<file path="src/rtl/dma_xfer_pkg.sv">
package dma_xfer_pkg;

  localparam logic [1:0] SEL_ADDR = 2'd0;
  localparam logic [1:0] SEL_CNT  = 2'd1;
  localparam logic [1:0] SEL_CTRL = 2'd2;
  localparam logic [1:0] SEL_STAT = 2'd3;

  localparam int CB_START   = 0;
  localparam int CB_DIR     = 1;
  localparam int CB_MODE_LO = 2;
  localparam int CB_IE      = 4;
  localparam int CB_DEV_LO  = 5;

  localparam int SB_BUSY = 0;
  localparam int SB_DONE = 1;

  typedef enum logic [1:0] {
    BUS_HOLD    = 2'd0,
    BUS_ONESHOT = 2'd1,
    BUS_SNOOP   = 2'd2
  } bus_policy_e;

  function automatic bus_policy_e policy_of(input logic [1:0] code);
    case (code)
      2'd1:    return BUS_ONESHOT;
      2'd2:    return BUS_SNOOP;
      default: return BUS_HOLD;
    endcase
  endfunction

endpackage

</file>
<file path="src/rtl/dma_xfer_regs.sv">
module dma_xfer_regs
  import dma_xfer_pkg::*;
#(
  parameter int REG_W  = 16,
  parameter int ADDR_W = 16,
  parameter int CNT_W  = 16,
  parameter int DEV_W  = 3
) (
  input  logic                clk,
  input  logic                rst_n,
  input  logic                reg_wr,
  input  logic [1:0]          reg_sel,
  input  logic [REG_W-1:0]    reg_wdata,
  output logic [REG_W-1:0]    reg_rdata,
  input  logic                busy,
  input  logic                done,
  input  logic [ADDR_W-1:0]   walk_addr,
  input  logic [CNT_W-1:0]    walk_cnt,
  output logic                launch,
  output logic                clr_done,
  output logic                addr_wr_en,
  output logic                cnt_wr_en,
  output logic [ADDR_W-1:0]   addr_wr_val,
  output logic [CNT_W-1:0]    cnt_wr_val,
  output logic                dir_m2d,
  output bus_policy_e         policy,
  output logic                irq_en,
  output logic [DEV_W-1:0]    dev_id
);

  logic             ctrl_wr;
  logic             dir_q, dir_d;
  logic [1:0]       mode_q, mode_d;
  logic             ie_q, ie_d;
  logic [DEV_W-1:0] dev_q, dev_d;

  assign ctrl_wr     = reg_wr && (reg_sel == SEL_CTRL) && !busy;
  assign addr_wr_en  = reg_wr && (reg_sel == SEL_ADDR) && !busy;
  assign cnt_wr_en   = reg_wr && (reg_sel == SEL_CNT)  && !busy;
  assign clr_done    = reg_wr && (reg_sel == SEL_STAT) && reg_wdata[SB_DONE];
  assign launch      = ctrl_wr && reg_wdata[CB_START];
  assign addr_wr_val = reg_wdata[ADDR_W-1:0];
  assign cnt_wr_val  = reg_wdata[CNT_W-1:0];

  always_comb begin
    dir_d  = dir_q;
    mode_d = mode_q;
    ie_d   = ie_q;
    dev_d  = dev_q;
    if (ctrl_wr) begin
      dir_d  = reg_wdata[CB_DIR];
      mode_d = reg_wdata[CB_MODE_LO +: 2];
      ie_d   = reg_wdata[CB_IE];
      dev_d  = reg_wdata[CB_DEV_LO +: DEV_W];
    end
  end

  always_ff @(posedge clk or negedge rst_n) begin
    if (!rst_n) begin
      dir_q  <= 1'b0;
      mode_q <= 2'd0;
      ie_q   <= 1'b0;
      dev_q  <= '0;
    end else if (ctrl_wr) begin
      dir_q  <= dir_d;
      mode_q <= mode_d;
      ie_q   <= ie_d;
      dev_q  <= dev_d;
    end
  end

  assign dir_m2d = dir_q;
  assign policy  = policy_of(mode_q);
  assign irq_en  = ie_q;
  assign dev_id  = dev_q;

  always_comb begin
    reg_rdata = '0;
    case (reg_sel)
      SEL_ADDR: reg_rdata = REG_W'(walk_addr);
      SEL_CNT:  reg_rdata = REG_W'(walk_cnt);
      SEL_CTRL: begin
        reg_rdata[CB_DIR]              = dir_q;
        reg_rdata[CB_MODE_LO +: 2]     = mode_q;
        reg_rdata[CB_IE]               = ie_q;
        reg_rdata[CB_DEV_LO +: DEV_W]  = dev_q;
      end
      default: begin
        reg_rdata[SB_BUSY] = busy;
        reg_rdata[SB_DONE] = done;
      end
    endcase
  end

  AST_CTRL_FROZEN: assert property (@(posedge clk) disable iff (!rst_n)
    busy |=> $stable(mode_q) && $stable(dir_q) && $stable(ie_q)) else $error("control changed while busy");

endmodule

</file>
<file path="src/rtl/dma_xfer_arb.sv">
module dma_xfer_arb
  import dma_xfer_pkg::*;
(
  input  logic        clk,
  input  logic        rst_n,
  input  logic        busy,
  input  bus_policy_e policy,
  input  logic        bus_gnt,
  input  logic        cpu_bus_idle,
  output logic        bus_req,
  output logic        fire
);

  logic gap_q, gap_d;

  assign bus_req = busy && (policy != BUS_SNOOP) && !gap_q;
  assign fire    = busy && ((policy == BUS_SNOOP) ? cpu_bus_idle : (bus_req && bus_gnt));

  always_comb begin
    gap_d = (policy == BUS_ONESHOT) && fire;
  end

  always_ff @(posedge clk or negedge rst_n) begin
    if (!rst_n) gap_q <= 1'b0;
    else        gap_q <= gap_d;
  end

  AST_ONESHOT_RELEASE: assert property (@(posedge clk) disable iff (!rst_n)
    (fire && policy == BUS_ONESHOT) |=> !bus_req) else $error("single-cycle mode kept the bus");

  AST_ONESHOT_REARM: assert property (@(posedge clk) disable iff (!rst_n)
    (busy && policy == BUS_ONESHOT && !bus_req) |=> (bus_req || !busy)) else $error("single-cycle mode did not re-request");

  AST_HOLD_KEEPS_REQ: assert property (@(posedge clk) disable iff (!rst_n)
    (busy && policy == BUS_HOLD && $past(busy)) |-> bus_req) else $error("hold mode dropped request");

endmodule

</file>
<file path="src/rtl/dma_xfer_walker.sv">
module dma_xfer_walker #(
  parameter int ADDR_W = 16,
  parameter int CNT_W  = 16
) (
  input  logic              clk,
  input  logic              rst_n,
  input  logic              launch,
  input  logic              fire,
  input  logic              clr_done,
  input  logic              addr_wr_en,
  input  logic              cnt_wr_en,
  input  logic [ADDR_W-1:0] addr_wr_val,
  input  logic [CNT_W-1:0]  cnt_wr_val,
  output logic [ADDR_W-1:0] addr,
  output logic [CNT_W-1:0]  cnt,
  output logic              busy,
  output logic              done
);

  localparam logic [CNT_W-1:0]  CNT_ONE  = CNT_W'(1);
  localparam logic [ADDR_W-1:0] ADDR_ONE = ADDR_W'(1);

  logic [ADDR_W-1:0] addr_d;
  logic [CNT_W-1:0]  cnt_d;
  logic              busy_d, done_d;
  logic              upd_en;

  always_comb begin
    addr_d = addr;
    cnt_d  = cnt;
    busy_d = busy;
    done_d = done;
    if (busy) begin
      if (fire) begin
        addr_d = addr + ADDR_ONE;
        cnt_d  = cnt - CNT_ONE;
        if (cnt == CNT_ONE) begin
          busy_d = 1'b0;
          done_d = 1'b1;
        end
      end
    end else begin
      if (addr_wr_en) addr_d = addr_wr_val;
      if (cnt_wr_en)  cnt_d  = cnt_wr_val;
      if (clr_done)   done_d = 1'b0;
      if (launch) begin
        if (cnt == '0) begin
          done_d = 1'b1;
        end else begin
          busy_d = 1'b1;
          done_d = 1'b0;
        end
      end
    end
  end

  assign upd_en = (busy && fire) || (!busy && (addr_wr_en || cnt_wr_en || clr_done || launch));

  always_ff @(posedge clk or negedge rst_n) begin
    if (!rst_n) begin
      addr <= '0;
      cnt  <= '0;
      busy <= 1'b0;
      done <= 1'b0;
    end else if (upd_en) begin
      addr <= addr_d;
      cnt  <= cnt_d;
      busy <= busy_d;
      done <= done_d;
    end
  end

  AST_STEP_TOGETHER: assert property (@(posedge clk) disable iff (!rst_n)
    (busy && fire) |=> (addr == $past(addr) + ADDR_ONE) && (cnt == $past(cnt) - CNT_ONE)) else $error("address/count step mismatch");

  AST_FROZEN_NO_MOVE: assert property (@(posedge clk) disable iff (!rst_n)
    (busy && !fire) |=> $stable(addr) && $stable(cnt)) else $error("address/count moved without a byte");

  AST_BUSY_DONE_EXCL: assert property (@(posedge clk) disable iff (!rst_n)
    !(busy && done)) else $error("busy and done together");

  AST_ZERO_LAUNCH: assert property (@(posedge clk) disable iff (!rst_n)
    (launch && !busy && cnt == '0 && !cnt_wr_en) |=> (done && !busy)) else $error("zero-count launch did not finish");

endmodule

</file>
<file path="src/rtl/dma_xfer_ctrl.sv">
module dma_xfer_ctrl
  import dma_xfer_pkg::*;
#(
  parameter int ADDR_W = 16,
  parameter int CNT_W  = 16,
  parameter int DATA_W = 8,
  parameter int DEV_W  = 3,
  parameter int REG_W  = 16
) (
  input  logic              clk,
  input  logic              rst_n,
  input  logic              reg_wr,
  input  logic [1:0]        reg_sel,
  input  logic [REG_W-1:0]  reg_wdata,
  output logic [REG_W-1:0]  reg_rdata,
  output logic              bus_req,
  input  logic              bus_gnt,
  input  logic              cpu_bus_idle,
  output logic [ADDR_W-1:0] mem_addr,
  output logic              mem_stb,
  output logic              mem_we,
  output logic [DATA_W-1:0] mem_wdata,
  input  logic [DATA_W-1:0] mem_rdata,
  output logic [DEV_W-1:0]  dev_sel,
  output logic              dev_stb,
  input  logic [DATA_W-1:0] dev_rdata,
  output logic [DATA_W-1:0] dev_wdata,
  output logic              irq
);

  logic [1:0]        rst_sync_q;
  logic              rst_q;
  logic              launch, clr_done, addr_wr_en, cnt_wr_en;
  logic [ADDR_W-1:0] addr_wr_val, walk_addr;
  logic [CNT_W-1:0]  cnt_wr_val, walk_cnt;
  logic              busy, done, fire, dir_m2d, irq_en;
  bus_policy_e       policy;

  always_ff @(posedge clk or negedge rst_n) begin
    if (!rst_n) rst_sync_q <= 2'b00;
    else        rst_sync_q <= {rst_sync_q[0], 1'b1};
  end
  assign rst_q = rst_sync_q[1];

  dma_xfer_regs #(
    .REG_W (REG_W),
    .ADDR_W(ADDR_W),
    .CNT_W (CNT_W),
    .DEV_W (DEV_W)
  ) regs_i (
    .clk        (clk),
    .rst_n      (rst_q),
    .reg_wr     (reg_wr),
    .reg_sel    (reg_sel),
    .reg_wdata  (reg_wdata),
    .reg_rdata  (reg_rdata),
    .busy       (busy),
    .done       (done),
    .walk_addr  (walk_addr),
    .walk_cnt   (walk_cnt),
    .launch     (launch),
    .clr_done   (clr_done),
    .addr_wr_en (addr_wr_en),
    .cnt_wr_en  (cnt_wr_en),
    .addr_wr_val(addr_wr_val),
    .cnt_wr_val (cnt_wr_val),
    .dir_m2d    (dir_m2d),
    .policy     (policy),
    .irq_en     (irq_en),
    .dev_id     (dev_sel)
  );

  dma_xfer_arb arb_i (
    .clk         (clk),
    .rst_n       (rst_q),
    .busy        (busy),
    .policy      (policy),
    .bus_gnt     (bus_gnt),
    .cpu_bus_idle(cpu_bus_idle),
    .bus_req     (bus_req),
    .fire        (fire)
  );

  dma_xfer_walker #(
    .ADDR_W(ADDR_W),
    .CNT_W (CNT_W)
  ) walker_i (
    .clk        (clk),
    .rst_n      (rst_q),
    .launch     (launch),
    .fire       (fire),
    .clr_done   (clr_done),
    .addr_wr_en (addr_wr_en),
    .cnt_wr_en  (cnt_wr_en),
    .addr_wr_val(addr_wr_val),
    .cnt_wr_val (cnt_wr_val),
    .addr       (walk_addr),
    .cnt        (walk_cnt),
    .busy       (busy),
    .done       (done)
  );

  assign mem_addr  = walk_addr;
  assign mem_stb   = fire;
  assign mem_we    = fire && !dir_m2d;
  assign mem_wdata = dev_rdata;
  assign dev_stb   = fire;
  assign dev_wdata = mem_rdata;
  assign irq       = done && irq_en;

  AST_STB_NEEDS_GNT: assert property (@(posedge clk) disable iff (!rst_q)
    (mem_stb && policy != BUS_SNOOP) |-> bus_gnt) else $error("strobe without grant");

  AST_SNOOP_ON_IDLE: assert property (@(posedge clk) disable iff (!rst_q)
    (mem_stb && policy == BUS_SNOOP) |-> (cpu_bus_idle && !bus_req)) else $error("idle-only mode used a busy bus");

  AST_REQ_ONLY_BUSY: assert property (@(posedge clk) disable iff (!rst_q)
    bus_req |-> busy) else $error("request while idle");

endmodule

</file>
<file path="config.mk">
export PLATFORM = sky130hd
export DESIGN_NAME = dma_xfer_ctrl
export DESIGN_NICKNAME = d
export VERILOG_FILES = /design/src/rtl/dma_xfer_pkg.sv /design/src/rtl/dma_xfer_regs.sv /design/src/rtl/dma_xfer_arb.sv /design/src/rtl/dma_xfer_walker.sv /design/src/rtl/dma_xfer_ctrl.sv
export SDC_FILE = /design/constraint.sdc
export NUM_CORES = 1
export LEC_CHECK = 0
export BUFFER_PORTS_ARGS = -buffer_cell sky130_fd_sc_hd__buf_4
export CAP_MARGIN = 20
export CELL_PAD_IN_SITES_DETAIL_PLACEMENT = 0
export CELL_PAD_IN_SITES_GLOBAL_PLACEMENT = 1
export CORE_ASPECT_RATIO = 0.8
export CORE_MARGIN = 5
export CORE_UTILIZATION = 36
export DETAILED_ROUTE_END_ITERATION = 10
export GPL_TIMING_DRIVEN = 0
export PLACE_DENSITY = 0.84
export RECOVER_POWER = 50
export REMOVE_ABC_BUFFERS = 1
export SLEW_MARGIN = 20
export SYNTH_ARGS = -nofsm -noshare
export SYNTH_HDL_FRONTEND = slang
export SYNTH_HIERARCHICAL = 1
export SYNTH_SLANG_ARGS = --single-unit
export TNS_END_PERCENT = 10
</file>
<file path="constraint.sdc">
create_clock -name clk -period 1.23 [get_ports clk]
set_input_delay 0.0615 -clock clk [delete_from_list [all_inputs] [get_ports clk]]
set_output_delay 0.0615 -clock clk [all_outputs]
set_load 0.05 [all_outputs]
</file>
==> run metrics, run 1 <==
status=finished, violations left; failing checks=negative setup slack; dpl cell area=3620 um^2; routed via count=2795; total grt overflow=0; Lkg Pwr=0.00171 uW; r2r startpoint=regs_i/mode_q[0]$_DFFE_PN0P_; post-synthesis register bit count=44; Die X=119 um; Hold Path Class=in -> reg; CTS max path bufs=2; net switching power=4770 uW; Die Area=11600 um^2; nets=434; maximum vdd drop=1.02 mV; post-synthesis sequential area ratio=32.2%; Clock Power Share=14.1%; Initial Utilization=37.4%; Residual DRC=0; drt first pass iters=4; Worst-path clk slew=60 ps; core area=9150 um^2; CP endpoint kind=flop; synth warn=6; Final Slew Violations=0; top cell type's share of synthesized area=32.2%; f_max=0.439 GHz; Synth Instances=372; cell area after layout=4110 um^2; total wire length=9310 um; GRT Resource Usage Total=15.8%; Netlist cell types=53; fin crit share=185%; Post-synth ARST share=100%; Root Driver=clkbuf_16; Final Hold Vio Count=0; endpoints failing setup=55; Hold WS=26.9 ps; CP startpoint kind=flop; Internal Dissipation=5020 uW; hold path cells=3; final antenna-violating net count=0; CTS tree=built; DP HPWL=6360 um; Worst Tran Pin Value=754 ps; first-pass GRT wire length=15000 um; Commonest cells post-synth=buf_4 (51), dfrtp_1 (44), a21oi_1 (29), nor2b_1 (29), a211oi_1 (27); chip height=97.2 um; setup ws final=-1050 ps; diode count=0; Slew headroom=49.4%; Power Dens Cells=2380 nW/um^2; H-tree depth=2; dominant cells by area after synthesis=dfrtp_1 (32%), buf_4 (11%), a211oi_1 (5.9%); top-count cell post-synth=buf_4; max cap viols=0; unrepaired setup endpoints after global routing=yes; Avg Inst Size Synth=9.20 um^2; DRT iter0 DRCs=162; I/O pins=95; switch share=48.8%; crit path DAT=2490 ps; R2R setup slack=-1050 ps; Crit Reg-Reg Endpoint=walker_i/addr[15]$_DFFE_PN0P_; CTS Sinks=44; vias in the first global route=2784; hold wc startpoint=reg_wdata[14]; R2R depth=12; ys flop type=dfrtp_1; post-synth top area cell=dfrtp_1; share of cells above drive strength 1=34.4%; drt via density=5.50; Post-synth EDFFs=0; Worst EP required=1440 ps; Mapped Area=3420 um^2; Tot Pwr=9790 uW; Avg WL per Cell=18.3 um; port buffer count=62; critical path class=reg -> reg; clk_lat worst skew=290 ps; pin count of the biggest net entering global routing=44; Worst Hold End=walker_i/addr[14]$_DFFE_PN0P_; part of the power in registers=30.4%; clk_skew=3.62 ps; total CTS buffers=5; Layout area overhead=20.3%; initial antenna violation count=0; fin crit period=2280 ps; GPL Wtd Cong=0.791; Comb power frac=55.4%; cell row count=31; CP Max Fanout=9
==> worst max path at each step <==
stage / from / end / cells after the start
6_report: regs_i/mode_q[0]$_DFFE_PN0P_ / walker_i/addr[15]$_DFFE_PN0P_ / 12
3_5_place_dp: regs_i/mode_q[0]$_DFFE_PN0P_ / walker_i/addr[11]$_DFFE_PN0P_ / 8
2_1_floorplan: walker_i/busy$_DFFE_PN0P_ / walker_i/cnt[15]$_DFFE_PN0P_ / 5
3_3_place_gp: walker_i/busy$_DFFE_PN0P_ / walker_i/addr[14]$_DFFE_PN0P_ / 4
5_1_grt: regs_i/mode_q[1]$_DFFE_PN0P_ / walker_i/addr[15]$_DFFE_PN0P_ / 12
4_1_cts: regs_i/mode_q[1]$_DFFE_PN0P_ / walker_i/cnt[15]$_DFFE_PN0P_ / 8
==> critical path: stages (launching register included) <==
cell and delay (ps):
dfrtp_2 440, nor2b_4 120, nor2b_4 170, mux2i_2 290
nor2b_4 70, buf_4 140, buf_8 130, nand4_1 90
buf_6 170, buf_6 120, nor2_1 50, a31o_2 240
a31oi_2 180
==> per-layer routing <==
metal	track usage, %	share of wire [%]	up-vias
met3	5.12	8.2	6
met2	23.3	43	112
met5	0	0	-
li1	-	-	1318
met1	22.9	48	1359
met4	2.58	0.59	0
==> sequential cells by signal, summed over array words and instances, names as in the netlist <==
name / cells
rst_sync_q: 2
regs_i/irq_en: 1
walker_i/busy: 1
regs_i/dev_id: 3
arb_i/gap_q: 1
walker_i/done: 1
regs_i/mode_q: 2
walker_i/addr: 16
walker_i/cnt: 16
regs_i/dir_m2d: 1
==> timing repair <==
action                                  CTS  global route
endpoints found under the setup margin   54            61
pin swaps                                 1            17
cloned                                    0             0
gates resized for setup                  19            33
setup buffers                             8             8
endpoints found under the hold margin     2             0
hold buffers                              1             0
==> metrics by stage <==
stage / instances / setup TNS, ps / worst slack [ps] / util, %
floorplan: 301 / -130280 / -3470 / -
global placement: 478 / -176180 / -4990 / 38.8
detailed placement: 483 / -49450 / -1700 / 39.5
CTS: 500 / -34000 / -1050 / 42.8
global route: 508 / -40820 / -1150 / 44.9
finish: 508 / -35320 / -1050 / 44.9
==> area by class of cell <==
cell class,count,area (um^2)
inverters,9,33.8
repair buffers,84,697
well taps,115,144
clock buffers,8,146
flip-flops and latches,44,1110
multi-input cells,248,1980
fillers,909,5040
==> cell usage in the layout (no fill, tap or decap), drive strengths merged, types with 3 or more instances in the layout <==
cell | Yosys | layout
nand2 | 13 | 13
nor2b | 32 | 32
xnor2 | 18 | 18
nand4 | 5 | 5
dfrtp | 44 | 44
o211a | 3 | 3
nand4b | 3 | 3
nor4b | 4 | 4
buf | 57 | 82
o2bb2ai | 6 | 6
a21oi | 29 | 29
ha | 3 | 3
clkbuf | 14 | 9
o21ai | 6 | 6
nor4 | 7 | 7
inv | 9 | 9
nor3 | 7 | 7
mux2 | 8 | 8
a31oi | 3 | 3
nor2 | 21 | 21
mux2i | 20 | 20
xor2 | 4 | 4
nand3 | 5 | 5
a211oi | 27 | 27
==> power groups by stage <==
stage	clock, uW	sequential, uW	combinational (uW)
global placement	0	2980	4640
CTS	1410	2930	5050
finish	1380	2980	5430
global route	1450	3110	5780
detailed placement	0	2930	4830
floorplan	0	3640	2620
==> kinds of logic after synthesis <==
family | Yosys count | synth area share (%)
other | 1 | 0.110
flip-flops | 44 | 32.2
XOR/XNOR | 22 | 5.63
buffers and inverters | 80 | 14.9
AND/OR/NAND/NOR | 112 | 20.4
adder cells (fa/ha/maj) | 3 | 1.10
AO/OA/AOI/OAI | 81 | 15.7
multiplexers | 29 | 9.91
(Power assumes the default switching activity.)
==> run 2: changes to the inputs <==
==> constraint.sdc (replaced) <==
create_clock -name clk -period 1.23 [get_ports clk]
set_input_delay 0.246 -clock clk [delete_from_list [all_inputs] [get_ports clk]]
set_output_delay 0.246 -clock clk [all_outputs]
set_load 0.05 [all_outputs]
==> run 2 against run 1 <==
Against the previous run:
- the run still ends with negative setup slack left
- clock-buffer cell count unchanged
- cell count decreased by 1.4%
- register-to-register slack about the same
- critical path depth decreased by 4
- final area shrank 1.6%
- worst hold slack better by 190 ps
- sequential power up 1%
- clock power about the same
- sequential cell count unchanged
- non-clock buffer count decreased by 7
- routed wire length decreased by 0.39%
- first-iteration DRC count down 5.6%
- largest cell class unchanged
==> run metrics, run 2 (same netlist as run 1, synthesis figures left out) <==
status=finished, violations left; failing checks=negative setup slack; CP startpoint kind=flop; unrepaired setup endpoints after global routing=yes; Worst Tran Pin Value=717 ps; critical path class=reg -> reg; footprint of the multi-input gates=1940 um^2; total CTS buffers=5; M1 WL=4450 um; most common cell after layout, fill and taps aside=buf_4; Initial Utilization=37.4%; initial antenna violation count=0; fin crit period=2290 ps; Die Area=11600 um^2; R2R depth=8; drt first pass iters=4; Power Dens Cells=2380 nW/um^2; maximum vdd drop=1.00 mV; Worst EP required=1440 ps; Tot Pwr=9620 uW; f_max=0.437 GHz; total wire length=9270 um; Slew headroom=51.9%; met2 WL post-DR=3990 um; flip-flop and latch area=1120 um^2; R2R setup slack=-1060 ps; hold wc startpoint=reg_wdata[14]; Crit Reg-Reg Endpoint=walker_i/cnt[15]$_DFFE_PN0P_; DRT iter0 DRCs=153; commonest non-fill, non-tap cells in the layout=buf_4 (57), a21oi_1 (29), dfrtp_1 (27), a211oi_1 (27), nor2b_1 (25); drt via density=5.51; fin crit share=186%; CTS max path bufs=2; Die X=119 um; routed via count=2761; vias in the first global route=2835; Layout area overhead=18.3%; DR top layer=met4; Hold WS=214 ps; Setup WS pre-CTS=-1700 ps; share of cells above drive strength 1=35.5%; CTS tree=built; DP HPWL=6360 um; final antenna-violating net count=0; nets=427; clk_skew=2.63 ps; GRT Resource Usage Total=16.1%; Final Slew Violations=0; I/O pins=95; Final Hold Vio Count=0; Worst Hold End=walker_i/addr[14]$_DFFE_PN0P_; met3 WL post-DR=808 um; pin count of the biggest net entering global routing=44; Root Driver=clkbuf_16; total grt overflow=0; Hold Path Class=in -> reg; H-tree depth=2; Worst-path clk slew=60 ps; CP Max Fanout=3; CTS Sinks=44; crit path DAT=2500 ps; max cap viols=0; GPL Wtd Cong=0.791; CP endpoint kind=flop; Residual DRC=0; Avg WL per Cell=18.5 um; cell row count=31; Lkg Pwr=0.00164 uW; first-pass GRT wire length=15200 um; cell area after layout=4050 um^2; dpl cell area=3620 um^2; chip height=97.2 um; port buffer count=62; clk_lat worst skew=280 ps; Fillers=922; r2r startpoint=regs_i/mode_q[0]$_DFFE_PN0P_; hold path cells=3; diode count=0; crit path launch=regs_i/mode_q[0]$_DFFE_PN0P_; endpoints failing setup=62; core area=9150 um^2; setup ws final=-1060 ps
run 2: changes by cell type in the layout (fill, tap and decap cells not counted), sizes merged:
cell and change:
buf -8, clkbuf +1
run 2: critical path, stage by stage (launching register included):
cell	delay (ps)
dfrtp_1	400
nor2b_2	220
nor2b_4	70
mux2i_2	170
nor2b_4	150
or4b_4	480
or2_1	240
or3_1	300
a31oi_1	170
run 2: how the worst max path moves through the flow:
stage                               endpoint  slack [ps]
2_1_floorplan   walker_i/cnt[15]$_DFFE_PN0P_       -3470
3_3_place_gp   walker_i/addr[14]$_DFFE_PN0P_       -4990
3_5_place_dp   walker_i/addr[11]$_DFFE_PN0P_       -1700
4_1_cts         walker_i/cnt[15]$_DFFE_PN0P_       -1050
5_1_grt        walker_i/addr[15]$_DFFE_PN0P_       -1150
6_report        walker_i/cnt[15]$_DFFE_PN0P_       -1060
run 2: what timing repair did:
| item | 4_1_cts | 5_1_grt |
|---|---|---|
| endpoints found under the setup margin | 69 | 66 |
| hold buffers | 1 | 0 |
| gates resized for setup | 49 | 16 |
| endpoints found under the hold margin | 2 | 0 |
| pin swaps | 11 | 2 |
| setup buffers | 9 | 0 |
run 2: metrics by stage:
stage	setup TNS, ps	utilization, %	cells
finish	-35870	44.2	501
global route	-41600	44.2	501
CTS	-35000	43.8	501
detailed placement	-54140	39.5	483
global placement	-180070	38.8	478
floorplan	-133970	-	301
run 2: power breakdown:
part | switching (uW) | internal (uW)
Combinational | 3140 | 2090
Clock | 555 | 811
Sequential | 973 | 2050
Total | 4670 | 4950
run 2: area by class of cell:
type / count / share of cell area, %
Multi-Input combinational cell: 248 / 48.0
Inverter: 9 / 0.835
Clock buffer: 8 / 3.62
Tap cell: 115 / 3.55
Timing Repair Buffer: 77 / 16.2
Sequential cell: 44 / 27.8
run 2: metal layers:
layer,track usage (%),vias to the layer above
met3,5.12,2
met2,24.0,114
met1,23.2,1340
li1,-,1305
met5,0,-
met4,2.58,0
==> run 3: changes to the inputs <==
--- a/config.mk
+++ b/config.mk
@@ -11,15 +11,14 @@
 export CELL_PAD_IN_SITES_GLOBAL_PLACEMENT = 1
 export CORE_ASPECT_RATIO = 0.8
 export CORE_MARGIN = 5
-export CORE_UTILIZATION = 36
+export CORE_UTILIZATION = 34
 export DETAILED_ROUTE_END_ITERATION = 10
 export GPL_TIMING_DRIVEN = 0
-export PLACE_DENSITY = 0.84
+export PLACE_DENSITY = 0.83
 export RECOVER_POWER = 50
 export REMOVE_ABC_BUFFERS = 1
 export SLEW_MARGIN = 20
 export SYNTH_ARGS = -nofsm -noshare
 export SYNTH_HDL_FRONTEND = slang
-export SYNTH_HIERARCHICAL = 1
 export SYNTH_SLANG_ARGS = --single-unit
 export TNS_END_PERCENT = 10
==> run 3 against run 2 <==
Against the previous run:
- the run still ends with negative setup slack left
- critical path type unchanged
- largest power group unchanged
- synthesized cell count shrank 9.4%
- first-iteration DRC count is 90% higher
- sequential power up 5%
- via count up 13%
- final area increased by 7.4%
- clock power fell by 34%
- worst hold slack worse by 8.5 ps
- sequential cell count stayed put
- largest cell class unchanged
- cell count increased by 4.8%
- critical endpoint is now walker_i.cnt[5]$_DFFE_PN0P_
==> run metrics, run 3 <==
total grt overflow=0; Worst Setup EP=walker_i.cnt[5]$_DFFE_PN0P_; crit path launch=regs_i.mode_q[0]$_DFFE_PN0N_; Worst-path clk slew=90 ps; Avg Inst Size Synth=8.86 um^2; clk_skew=6.41 ps; DRT iter0 DRCs=291; diode count=0; cell area after layout=4350 um^2; critical path class=reg -> reg; Root Driver=clkbuf_8; total wire length=10900 um; Hold WS=206 ps; Synth Area in Simple Gates=19.7%; final core utilization=51.0%; unrepaired setup endpoints after global routing=yes; footprint of the multi-input gates=1920 um^2; share of cells above drive strength 1=44.3%; I/O pins=95; met3 WL post-DR=985 um; cell row count=30; CTS tree=built; first-pass GRT wire length=16900 um; flip-flop and latch area=1120 um^2; post-synthesis register bit count=44; drt via density=5.93; Layout area overhead=45.7%; DR top layer=met4; Post-synth ARST share=100%; post-synth top area cell=dfrtp_1; port buffer count=62; commonest non-fill, non-tap cells in the layout=buf_4 (56), buf_6 (35), nor2_1 (33); failing checks=negative setup slack; largest family of logic cells by synthesized area=compound AO/OA/AOI/OAI gates; routed via count=3111; final antenna-violating net count=0; initial antenna violation count=0; max cap viols=0; Post-synth EDFFs=0; dpl cell area=3410 um^2; CTS max path bufs=2; post-synthesis sequential area ratio=36.9%; crit path DAT=2030 ps; Setup WS pre-CTS=-1520 ps; pin count of the biggest net entering global routing=24; Synth Instances=337; synth warn=0; drt first pass iters=5; Tot Pwr=10700 uW; Worst Tran Pin Value=505 ps; CP Max Fanout=6; r2r startpoint=regs_i.mode_q[0]$_DFFE_PN0N_; Fillers=775; f_max=0.540 GHz; fin crit share=151%; dominant cells by area after synthesis=dfrtp_1 (37%), mux2i_1 (6.0%), buf_4 (5.0%); Slew headroom=66.4%; Lkg Pwr=0.00184 uW; endpoints failing setup=67; Mapped Area=2990 um^2; clk_lat worst skew=300 ps; met2 WL post-DR=4830 um; DP HPWL=6670 um; total CTS buffers=5; R2R depth=6; setup ws final=-622 ps; adder-cell area share of the yosys netlist=1.26%; CP startpoint kind=flop; Initial Utilization=35.0%; Residual DRC=0; core area=8520 um^2; Worst EP required=1410 ps; Crit Reg-Reg Endpoint=walker_i.cnt[5]$_DFFE_PN0P_; hold path cells=2; vias in the first global route=3047; Netlist cell types=55; Power Dens Cells=2450 nW/um^2; top cell type's share of synthesized area=36.9%; R2R setup slack=-620 ps; ys flop type=dfrtp_1; top-count cell post-synth=dfrtp_1; xor/xnor cell area share of the yosys netlist=0.880%; most common cell after layout, fill and taps aside=buf_4; CP endpoint kind=flop; nets=455; Avg WL per Cell=20.7 um; GRT Resource Usage Total=20.1%; status=finished, violations left; Final Slew Violations=0; Die X=115 um; chip height=93.8 um; mux share of post-synthesis cell area=10.8%; Hold Path Class=in -> reg; H-tree depth=2; Final Hold Vio Count=0; compound-gate portion of the synthesized area=22.3%; Die Area=10800 um^2; fin crit period=1850 ps; maximum vdd drop=1.59 mV; GPL Wtd Cong=0.828; M1 WL=4910 um; CTS Sinks=44; Commonest cells post-synth=dfrtp_1 (44), nor2_1 (39), nand2_1 (24)
[run 3: changes by cell type after synthesis, moves of 9 or more]
cell,delta
buf_4,-31
nand2_1,+11
and3_1,+9
o21ai_0,+13
xnor2_1,-15
clkbuf_1,-9
nor2b_1,-25
a211oi_1,-23
nor2_1,+18
a21oi_1,-12
o22a_1,+15
[run 3: where the power goes]
part	internal [uW]	leakage, uW	switching (uW)
clock	388	0.0000410	516
combinational	2800	0.00131	3780
sequential	2110	0.000493	1050
total	5300	0.00184	5350
[run 3: final cells by class]
type	instances	area share (%)
Clock buffer	6	1.67
Timing Repair Buffer	103	24.3
Multi-Input combinational cell	253	44.2
Sequential cell	44	25.8
Clock inverter	1	0.115
Inverter	6	0.633
Tap cell	112	3.22
[run 3: worst max-delay path: stages (launching register included)]
cell      delay [ps]
dfrtp_1          390
nand2b_4         170
mux2_4           370
buf_6            160
a21oi_4          230
o21ai_2           80
a221o_1          340
[run 3: layer usage]
layer  GRT usage, %  vias to the layer above
met5              0                        -
met4           4.40                        0
met3           5.28                       14
met2           29.9                      188
met1           29.2                     1519
li1               -                     1390
[run 3: logic make-up after synthesis]
group | Yosys count
compound gates | 97
xor+xnor | 3
fa+ha+maj | 3
buf+inv | 41
flops | 44
mux | 29
other cells | 1
simple gates | 119
[run 3: stage by stage]
step	setup TNS (ps)	instances
global route	-28160	525
CTS	-23430	522
floorplan	-73340	302
finish	-24190	525
global placement	-137560	476
detailed placement	-51360	478
[run 3: how the worst min path moves through the flow]
stage,startpoint,end
3_3_place_gp,rst_n,rst_sync_q[0]$_DFF_PN0_
3_5_place_dp,rst_n,rst_sync_q[0]$_DFF_PN0_
2_1_floorplan,rst_n,rst_sync_q[0]$_DFF_PN0_
5_1_grt,reg_wdata[2],regs_i.mode_q[0]$_DFFE_PN0N_
6_report,reg_wdata[6],regs_i.dev_id[1]$_DFFE_PN0N_
4_1_cts,reg_wdata[2],regs_i.mode_q[0]$_DFFE_PN0N_
[run 3: repair_timing]
action | 4_1_cts | 5_1_grt
endpoints found under the setup margin | 72 | 77
endpoints found under the hold margin | 2 | 0
gates cloned | 4 | 0
setup buffers | 32 | 3
pin swaps | 15 | 15
gates resized for setup | 89 | 42
hold buffers | 1 | 0
